**src/rtl/rsf_pkg.sv**
```systemverilog
package rsf_pkg;

  // Map an out-of-range rank onto the nearest legal one (1..n).
  function automatic int unsigned rank_clamp(input int unsigned r, input int unsigned n);
    if (r == 0) return 1;
    if (r > n) return n;
    return r;
  endfunction

endpackage

```
**src/rtl/rsf_window.sv**
```systemverilog
module rsf_window #(
  parameter int W  = 8,
  parameter int N  = 5,
  parameter int RW = 3
) (
  input  logic           clk,
  input  logic           rst_n,
  input  logic           en,
  input  logic           in_valid,
  input  logic [W-1:0]   in_data,
  input  logic [RW-1:0]  in_rank,
  output logic [N*W-1:0] win_flat,
  output logic           win_vld,
  output logic [RW-1:0]  win_rank
);
  import rsf_pkg::*;

  localparam int FW = $clog2(N + 1);

  logic [W-1:0]  taps_q [N];
  logic [FW-1:0] fill_q;

  always_ff @(posedge clk) begin
    if (!rst_n) begin
      fill_q   <= '0;
      win_vld  <= 1'b0;
      win_rank <= '0;
      for (int i = 0; i < N; i++) taps_q[i] <= '0;
    end else if (en) begin
      if (in_valid) begin
        taps_q[0] <= in_data;
        for (int i = 1; i < N; i++) taps_q[i] <= taps_q[i-1];
        if (fill_q < FW'(N)) fill_q <= fill_q + FW'(1);
        win_vld  <= (fill_q >= FW'(N - 1));
        win_rank <= RW'(rank_clamp(int'(in_rank), N));
      end else begin
        win_vld <= 1'b0;
      end
    end
  end

  genvar g;
  generate
    for (g = 0; g < N; g++) begin : g_flat
      assign win_flat[g*W +: W] = taps_q[g];
    end
  endgenerate

endmodule

```
**src/rtl/rsf_unit.sv**
```systemverilog
module rsf_unit #(
  parameter int W  = 8,
  parameter int N  = 5,
  parameter int RW = 3
) (
  input  logic           clk,
  input  logic           rst_n,
  input  logic           en,
  input  logic           start,
  input  logic [N*W-1:0] win_flat,
  input  logic [RW-1:0]  rank,
  output logic           busy,
  output logic           done,
  output logic [W-1:0]   result
);
  localparam int CW = $clog2(N + 1);
  localparam int LW = $clog2(W + 1);

  logic [W-1:0]  sh_q [N];
  logic [N-1:0]  fix_q, fv_q, fix_d, eff;
  logic [CW-1:0] thr_q, thr_c, ones;
  logic [W-1:0]  res_q;
  logic [LW-1:0] left_q;
  logic          ybit;

  // One bit step, MSB first. An element whose prefix already differs from
  // the result prefix is frozen at the bit that made it differ.
  always_comb begin
    thr_c = start ? CW'(N - int'(rank) + 1) : thr_q;
    ones  = '0;
    for (int i = 0; i < N; i++) begin
      if (start) eff[i] = win_flat[i*W + W - 1];
      else       eff[i] = fix_q[i] ? fv_q[i] : sh_q[i][W-1];
      ones = ones + {{(CW-1){1'b0}}, eff[i]};
    end
    ybit = (ones >= thr_c);
    for (int i = 0; i < N; i++) begin
      fix_d[i] = ((!start) && fix_q[i]) || (eff[i] != ybit);
    end
  end

  always_ff @(posedge clk) begin
    if (!rst_n) begin
      fix_q  <= '0;
      fv_q   <= '0;
      thr_q  <= '0;
      res_q  <= '0;
      left_q <= '0;
      busy   <= 1'b0;
      done   <= 1'b0;
      for (int i = 0; i < N; i++) sh_q[i] <= '0;
    end else if (en) begin
      done <= 1'b0;
      if (start) begin
        for (int i = 0; i < N; i++) sh_q[i] <= {win_flat[i*W +: W-1], 1'b0};
        fix_q  <= fix_d;
        fv_q   <= eff;
        thr_q  <= thr_c;
        res_q  <= {{(W-1){1'b0}}, ybit};
        left_q <= LW'(W - 1);
        busy   <= 1'b1;
      end else if (busy) begin
        for (int i = 0; i < N; i++) sh_q[i] <= {sh_q[i][W-2:0], 1'b0};
        fix_q  <= fix_d;
        fv_q   <= eff;
        res_q  <= {res_q[W-2:0], ybit};
        left_q <= left_q - LW'(1);
        if (left_q == LW'(1)) begin
          busy <= 1'b0;
          done <= 1'b1;
        end
      end
    end
  end

  assign result = res_q;

endmodule

```
**src/rtl/rsf_collect.sv**
```systemverilog
module rsf_collect #(
  parameter int W = 8,
  parameter int U = 8
) (
  input  logic           clk,
  input  logic           rst_n,
  input  logic           en,
  input  logic [U-1:0]   done_vec,
  input  logic [U*W-1:0] res_flat,
  output logic           out_valid,
  output logic [W-1:0]   out_data
);
  logic [W-1:0] pick;

  always_comb begin
    pick = '0;
    for (int u = 0; u < U; u++) begin
      pick = pick | (res_flat[u*W +: W] & {W{done_vec[u]}});
    end
  end

  always_ff @(posedge clk) begin
    if (!rst_n) begin
      out_valid <= 1'b0;
      out_data  <= '0;
    end else if (en) begin
      out_valid <= |done_vec;
      out_data  <= pick;
    end
  end

endmodule

```
**src/rtl/rank_stream_filter.sv**
```systemverilog
module rank_stream_filter #(
  parameter int W = 8,
  parameter int N = 5
) (
  input  logic                     clk,
  input  logic                     rst_n,
  input  logic                     in_valid,
  output logic                     in_ready,
  input  logic [W-1:0]             in_data,
  input  logic [$clog2(N+1)-1:0]   in_rank,
  output logic                     out_valid,
  input  logic                     out_ready,
  output logic [W-1:0]             out_data
);
  localparam int U  = W;
  localparam int RW = $clog2(N + 1);
  localparam int PW = (U > 1) ? $clog2(U) : 1;

  logic           en;
  logic [N*W-1:0] win_flat;
  logic           win_vld;
  logic [RW-1:0]  win_rank;
  logic [PW-1:0]  ptr;
  logic [U-1:0]   start_vec, busy_vec, done_vec;
  logic [U*W-1:0] res_flat;

  assign en       = out_ready;
  assign in_ready = out_ready;

  rsf_window #(.W(W), .N(N), .RW(RW)) u_win (
    .clk(clk), .rst_n(rst_n), .en(en),
    .in_valid(in_valid), .in_data(in_data), .in_rank(in_rank),
    .win_flat(win_flat), .win_vld(win_vld), .win_rank(win_rank)
  );

  always_ff @(posedge clk) begin
    if (!rst_n) ptr <= '0;
    else if (en && win_vld) ptr <= (ptr == PW'(U - 1)) ? '0 : ptr + PW'(1);
  end

  genvar u;
  generate
    for (u = 0; u < U; u++) begin : g_unit
      assign start_vec[u] = win_vld && (ptr == PW'(u));
      rsf_unit #(.W(W), .N(N), .RW(RW)) u_sel (
        .clk(clk), .rst_n(rst_n), .en(en), .start(start_vec[u]),
        .win_flat(win_flat), .rank(win_rank),
        .busy(busy_vec[u]), .done(done_vec[u]), .result(res_flat[u*W +: W])
      );
    end
  endgenerate

  rsf_collect #(.W(W), .U(U)) u_col (
    .clk(clk), .rst_n(rst_n), .en(en),
    .done_vec(done_vec), .res_flat(res_flat),
    .out_valid(out_valid), .out_data(out_data)
  );

endmodule

```
**config.mk**
```make
export PLATFORM = sky130hd
export DESIGN_NAME = rank_stream_filter
export DESIGN_NICKNAME = d
export VERILOG_FILES = /design/src/rtl/rsf_pkg.sv /design/src/rtl/rsf_window.sv /design/src/rtl/rsf_unit.sv /design/src/rtl/rsf_collect.sv /design/src/rtl/rank_stream_filter.sv
export SDC_FILE = /design/constraint.sdc
export NUM_CORES = 1
export LEC_CHECK = 0
export BUFFER_PORTS_ARGS = -buffer_cell sky130_fd_sc_hd__buf_2
export CORE_AREA = 2 2 238 240
export CTS_CLUSTER_DIAMETER = 120
export CTS_CLUSTER_SIZE = 20
export DETAILED_ROUTE_END_ITERATION = 10
export DIE_AREA = 0 0 240 242
export GPL_TIMING_DRIVEN = 1
export PLACE_DENSITY = 0.61
export SLEW_MARGIN = 5
export SYNTH_ARGS = -nofsm -noshare
export SYNTH_HDL_FRONTEND = slang
export SYNTH_SLANG_ARGS = --single-unit
```
**constraint.sdc**
```tcl
create_clock -name clk -period 9.12 [get_ports clk]
set_input_delay 0.912 -clock clk [delete_from_list [all_inputs] [get_ports clk]]
set_output_delay 0.912 -clock clk [all_outputs]
set_load 0.05 [all_outputs]
```
==> impl_results.md, run 1 <==
- Outcome: finished, final reports clean
- Top FF cell, synth: edfxtp_1
- DRT iter0 DRCs: 1318
- Synth area leaders: edfxtp_1 (39%), dfxtp_1 (19%), a22o_1 (11%), mux2i_1 (3.6%), ha_1 (3.2%)
- Crit-path most repeated cell: ha_1
- Period utilisation layout: 53.6%
- Largest net degree at the start of global routing: 72
- Slew Viols, Final: 0
- Setup CP Type: reg2reg
- Largest area contributor in the netlist: edfxtp_1
- RSZ-0062 raised after global routing: no
- TritonCTS Buffers: 31
- Post-synth EDFFs: 320
- Post-synthesis cell area: 0.0247 mm^2
- Skew final: approximately 15 ps
- Worst path top cell family by delay: adder cells
- Nets: 2093
- CP startpoint kind: register
- CP Data Required Time: 9630 ps
- HP Class: reg2reg
- Setup Viol. Count Final: 0
- Clock sink count: 555
- # H-tree levels: 1
- Max stage delay cell, worst path: dfxtp_1
- CTS clk-pin slew, worst paths: around 90 ps
- Vias: approximately 16000
- Via-to-Cell Ratio: between 5 and 6
- Net Count, Synth: approximately 2200
- CTS tree: built
- Peak fanout along the critical path: 23
- Layout cells sized above 1: 7.50%
- Seq cells post-synth: about 560
- Final Hold Viols: 0
- Finished Core Util: 46.9%
- VDD IR-drop max: 164 uV
- Syn_area_per_cell: 11.9 um^2
- Final ANT Viol Nets: 0
- Max Cap Viol: 0
- Worst Max-Slew Pin Slew: 1140 ps
- Total global-route track usage: 20.2%
- Post-Route WL: 59000 um
- Cell with the most instances after synthesis: edfxtp_1
- Fill cell count: 5079
- Initial Util: 44.4%
- Die Ht: 242 um
- Largest stage delay, worst path: 840 ps
- Final Non-Filler Cells: 2770
- PortBufs: 24
- Inst Count DP: 2721
- Top cells by count, synth: edfxtp_1 (320), a22o_1 (303), dfxtp_1 (235)
- Drt drc: 0
- CTS max path bufs: 3
- F_max: approximately 200 MHz
- Critical Path AT: 5400 ps
- Core area: 0.0557 mm^2
- Sequential-to-total area share from yosys stat: 57.9%
- CP Cell Sequence: nand3b_1, mux2i_1, ha_1, inv_1, fa_1, inv_1, ha_1, fa_1, ha_1, nand2_1, o21ai_0, nor2_1, a221o_1
- Ports: 25
- Routability Congestion: 0.847
- Pwr dens: between 150 and 200 mW/mm^2
- Post-synth top area share: 38.9%
- CP endpoint kind: register
- First-pass GRT wire length: 92000 um
- Clock tree root driver cell: clkbuf_16
- Number of antenna diodes: 0
- CP bufs+invs: 2
- Post-Route Setup TNS: 0 ps
- Initial antenna violation count: 1
- FP Rows: 87
- Vias in the first global route: around 15000
- Hold_buf cts: 0
- Post-CTS sizing: 0
- Die area: ~0.058 mm^2
- Leakage power total: ~0.01 uW
- Area Overhead vs Synth: 5.80%
- Count of different cell masters after synthesis: 66
- Buffer count from post-CTS setup fixing: 0
- Wire per inst: 21.3 um
- Syn Inst Count: roughly 2100
- X dimension of the die: about 240 um
- HPWL after DPL: roughly 38000 um
- Max_slew headroom: 24.0%
- Ys Warns: 0
- Pre-antenna DRT Iters: 6
- Crit path time final: 4890 ps
- Post-synth ARST share: 0%
- Later-pin clock latency in the skew report: 620 ps
- Total grt overflow: 0
[power by group]
group	leakage, uW	switching (uW)	internal, uW
Sequential	0.00509	55.3	2710
Clock	0.000411	801	635
Combinational	0.00448	180	79.0
[path summary, 6_finish.rpt]
kind / from / to / slack, ps / depth (start not counted)
worst max-delay path: ptr[2]$_SDFFE_PN0P_ / g_unit[1].u_sel.fix_q[3]$_SDFFE_PN0P_ / 4230 / 13
worst min-delay path: g_unit[7].u_sel.fv_q[4]$_SDFFE_PN0P_ / g_unit[7].u_sel.fv_q[4]$_SDFFE_PN0P_ / 460 / 2
worst max register to register: ptr[2]$_SDFFE_PN0P_ / g_unit[1].u_sel.fix_q[3]$_SDFFE_PN0P_ / 4230 / 13
worst min register to register: g_unit[7].u_sel.fv_q[4]$_SDFFE_PN0P_ / g_unit[7].u_sel.fv_q[4]$_SDFFE_PN0P_ / 460 / 2
[flip-flops by register name, indices dropped and copies added (netlist names)]
name                 flops
g_unit.u_sel.thr_q      24
g_unit.u_sel.sh_q      280
u_win.taps_q            40
ptr                      3
g_unit.u_sel.fv_q       40
u_win.win_rank           3
g_unit.u_sel.done        8
g_unit.u_sel.fix_q      40
u_win.fill_q             3
u_win.win_vld            1
g_unit.u_sel.busy        8
g_unit.u_sel.left_q     32
g_unit.u_sel.result     64
u_col.out_valid          1
u_col.out_data           8
[per-layer routing]
layer	share of wire [%]	track usage, %
met3	4.4	2.28
met1	45	28.4
met2	47	33.1
met4	2.6	5.21
met5	0	0
[metrics by stage]
stage	hold WS [ps]	total power, uW	instance area (um^2)	setup slack, ps
after floorplan	433	2980	24700	5160
after global placement	439	3070	25300	4430
after detailed placement	445	3080	25300	4280
after CTS	458	4500	26200	4300
after global routing	482	4620	26200	3930
final	456	4460	26200	4230
[final cells by class]
type,count,area [um^2],share of cell area [%]
multi-input combinational,1278,9380,35.9
inverter,73,277,1.06
sequential,555,14300,54.7
clock buffer,47,836,3.19
tap,756,946,3.62
clock inverter,2,27.5,0.105
timing repair buffer,59,385,1.47
[worst min-delay path, cell delays in order (launching register included)]
cell and delay [ps]:
dfxtp_1 320, nand2_1 50, a21oi_1 50
[kinds of logic after synthesis]
kind of cell | Yosys count | share of synthesized area (%)
AO/OA/AOI/OAI | 567 | 17.3
flip-flops | 555 | 57.9
AND/OR/NAND/NOR | 475 | 9.69
buffers and inverters | 248 | 4.39
multiplexers | 111 | 4.60
adder cells (fa/ha/maj) | 80 | 4.53
XOR/XNOR | 45 | 1.59
[placed cells by master, fill, tap and decap left out, types with 7 or more instances in the layout]
cell,Yosys,routed
a32o_1,8,8
nor2_1,111,104
and2_1,37,37
ha_1,64,64
dfxtp_1,235,235
fa_1,16,16
o21ai_0,43,43
a21oi_1,122,122
nand4_1,7,7
xor2_1,21,21
nor3_1,14,14
a22oi_1,16,16
mux2_2,21,21
mux2i_1,90,90
a22o_1,303,303
nand3_1,50,50
inv_1,71,71
and3_1,75,75
nor2b_1,7,7
edfxtp_1,320,320
buf_4,9,36
a221o_1,10,10
clkbuf_16,0,31
o21ai_1,11,11
nor2_2,3,8
a222oi_1,8,8
o31ai_1,10,10
xnor2_1,24,24
or2_2,8,8
clkbuf_1,62,16
nand2_1,123,122
buf_2,63,23
Note: power is estimated with default switching activity, not from simulation.
==> run 2: changes to the inputs <==
--- a/config.mk
+++ b/config.mk
@@ -12,7 +12,7 @@
 export DETAILED_ROUTE_END_ITERATION = 10
 export DIE_AREA = 0 0 240 242
 export GPL_TIMING_DRIVEN = 1
-export PLACE_DENSITY = 0.61
+export PLACE_DENSITY = 0.63
 export SLEW_MARGIN = 5
 export SYNTH_ARGS = -nofsm -noshare
 export SYNTH_HDL_FRONTEND = slang
==> constraint.sdc (replaced) <==
create_clock -name clk -period 4.1 [get_ports clk]
set_input_delay 0.41 -clock clk [delete_from_list [all_inputs] [get_ports clk]]
set_output_delay 0.41 -clock clk [all_outputs]
set_load 0.05 [all_outputs]
==> run 2 against run 1 <==
Effect of this change:
- first-iteration DRC count up 8.3%
- hold slack worse by 410 ps
- utilization up 1.0 points
- non-clock buffer count up 58
- clock skew up 1.2 ps
- clock power up 120%
- sequential share of layout area down 1.1 points
- critical path type unchanged
==> impl_results.md, run 2 (synthesized netlist as in run 1, its figures left out) <==
- Fill cell count: 5003 (-1.5%)
- Setup CP Type: reg2reg
- HP Class: in2reg
- Peak fanout along the critical path: 6 (-74%)
- Max reg flops: 280 (unchanged)
- Final Hold Viols: 0 (unchanged)
- Core area: 0.0557 mm^2 (unchanged)
- VDD IR-drop max: 342 uV (+110%)
- Slew Viols, Final: 0 (unchanged)
- Worst Hold End: u_win.win_rank[0]$_SDFFE_PN0P_
- Worst r2r src: ptr[1]$_SDFFE_PN0P_
- Commonest non-fill, non-tap cell in the layout: edfxtp_1
- Total grt overflow: 0 (unchanged)
- Worst Max-Slew Pin Slew: 1260 ps (+123 ps)
- Post-Route WL: 58500 um (-0.82%)
- Skew final: 16.0 ps (+1.23 ps)
- Drt drc: 0 (unchanged)
- Die Ht: 242 um (unchanged)
- Most flops, register: g_unit.u_sel.sh_q
- Post-Route Setup TNS: 0 ps (unchanged)
- Setup Viol. Count Final: 0 (unchanged)
- Setup ws final: 164 ps (-4070 ps)
- F_max: 254 MHz (+24%)
- CP Data Required Time: 4610 ps (-5020 ps)
- Number of antenna diodes: 0 (unchanged)
- Crit path time final: 3940 ps (-955 ps)
- Vias: 16268 (+2.2%)
- Initial antenna violation count: 0 (-1)
- CP endpoint kind: register
- Largest net degree at the start of global routing: 66 (-8.3%)
- Cells on worst reg2reg path: 18 (+5)
- Die area: 0.0581 mm^2 (unchanged)
- Worst hold slack: 42.6 ps (-414 ps)
- Routability Congestion: 0.874 (+3.2%)
- Largest stage delay, worst path: 490 ps (-350 ps)
- Most frequent cells in the layout: edfxtp_1 (320), a22o_1 (303), dfxtp_1 (234)
- Total global-route track usage: 19.7% (-0.48 points)
- Vias in the first global route: 15631 (+0.88%)
- Critical Path AT: 4450 ps (-950 ps)
- Final ANT Viol Nets: 0 (unchanged)
- Routed met1 length: 26700 um (-0.65%)
- Layout cells sized above 1: 11.0% (+3.5 points)
- First-pass GRT wire length: 89900 um (-2.3%)
- Max stage delay cell, worst path: fa_1
- Routed wl met3: 2370 um (-9.8%)
- CP bufs+invs: 6 (+4)
- CTS tree: built
- Hold_buf cts: 0 (unchanged)
- Max Cap Viol: 0 (unchanged)
- CTS clk-pin slew, worst paths: 90 ps (about the same)
- Pwr dens: 375 mW/mm^2 (+120%)
- TritonCTS Buffers: 31 (unchanged)
- Reg-to-reg setup timing slack: 160 ps (-4070 ps)
- Period utilisation layout: 96.0% (+42 points)
- Pre-CTS setup slack: -55.3 ps (-4330 ps)
- Outcome: finished, final reports clean
- Top sig layer: met4
- Initial Util: 44.4% (unchanged)
- Nets: 2151 (+2.8%)
- CTS max path bufs: 3 (unchanged)
- Routed wl met2: 27700 um (-1.1%)
- Hold Path Depth: 3 (+1)
- FP Rows: 87 (unchanged)
- Ports: 25 (unchanged)
- Clock sink count: 555 (unchanged)
- Area Overhead vs Synth: 8.08%
- Pre-antenna DRT Iters: 6 (unchanged)
- CP Cell Sequence: inv_1, ha_2, buf_4, nand3b_1, buf_4, mux2i_2, ha_4, inv_1, fa_1, inv_1, ha_1, fa_1, ha_2, nand2_1, o21ai_2, buf_4, and3_1, a221o_1
- Max_slew headroom: 15.9% (-8.1 points)
- X dimension of the die: 240 um (unchanged)
- Hold_sp: in_rank[0]
- Wire per inst: 20.7 um (-3.0%)
- Critical Path Stages: 18 (+5)
- Leakage power total: 0.0102 uW (+2.6%)
- CP startpoint kind: register
- HPWL after DPL: 38600 um (+2.6%)
- Later-pin clock latency in the skew report: 630 ps (about the same)
- Worst path top cell family by delay: adder cells
- Via-to-Cell Ratio: 5.75 (about the same)
- RR Endpoint: g_unit[1].u_sel.fix_q[1]$_SDFFE_PN0P_
- # H-tree levels: 1 (unchanged)
- Clock tree root driver cell: clkbuf_16
- PortBufs: 24 (unchanged)
- DRT iter0 DRCs: 1428 (+8.3%)
==> run 2: repair_timing <==
action,in CTS,in global routing
buffers inserted,3,4
cloned,0,1
resized for setup,1,24
endpoints found under the hold margin,0,0
endpoints found under the setup margin,10,22
pin swaps,0,1
==> run 2: layer usage <==
metal  global-route usage [%]  up-vias
li1                         -     7700
met1                     27.1     8049
met2                     32.7      420
met3                     2.13       99
met4                     5.92        0
met5                        0        -
==> run 2: worst register-to-register path, stage by stage, from the launching register on <==
cell and delay (ps):
dfxtp_2 360, inv_1 70, ha_2 180, buf_4 150, nand3b_1 80, buf_4 180
mux2i_2 330, ha_4 180, inv_1 40, fa_1 470, inv_1 40, ha_1 180
fa_1 490, ha_2 260, nand2_1 110, o21ai_2 90, buf_4 160, and3_1 180
a221o_1 270
==> run 2: where the power goes <==
part / switching, uW / internal [uW] / total (uW)
Combinational: 436 / 236 / 671
Clock: 1790 / 1420 / 3220
Sequential: 116 / 6020 / 6140
==> run 2: cell type report <==
cell class              instances  area (um^2)  share of cell area, %
multi-input cells            1278         9490                   35.5
repair buffers                117          831                   3.11
clock buffers                  50          847                   3.17
clock inverters                 2         27.5                  0.103
well taps                     756          946                   3.54
flip-flops and latches        555        14300                   53.6
inverters                      73          277                   1.03
==> run 2: worst max path at each step <==
| stage | end | startpoint | slack [ps] |
|---|---|---|---|
| after global placement | g_unit[5].u_sel.fix_q[3]$_SDFFE_PN0P_ | ptr[1]$_SDFFE_PN0P_ | 120 |
| after CTS | g_unit[5].u_sel.fix_q[0]$_SDFFE_PN0P_ | ptr[1]$_SDFFE_PN0P_ | 1 |
| after detailed placement | g_unit[1].u_sel.fix_q[0]$_SDFFE_PN0P_ | ptr[1]$_SDFFE_PN0P_ | -60 |
| final | g_unit[1].u_sel.fix_q[1]$_SDFFE_PN0P_ | ptr[1]$_SDFFE_PN0P_ | 160 |
| after global routing | g_unit[1].u_sel.fix_q[4]$_SDFFE_PN0P_ | ptr[1]$_SDFFE_PN0P_ | -40 |
| after floorplan | g_unit[5].u_sel.fix_q[1]$_SDFFE_PN0P_ | u_win.win_vld$_SDFFE_PN0P_ | 140 |
==> run 2: per-stage QoR <==
stage          area (um^2)  power, uW  cells  utilization [%]
6_report             26700      10000   2831             48.0
5_1_grt              26700      10400   2831             48.0
4_1_cts              26600      10100   2826             47.7
3_5_place_dp         25700       6900   2771             46.1
3_3_place_gp         25700       6870   2771             46.1
2_1_floorplan        24700       6630   2081                -
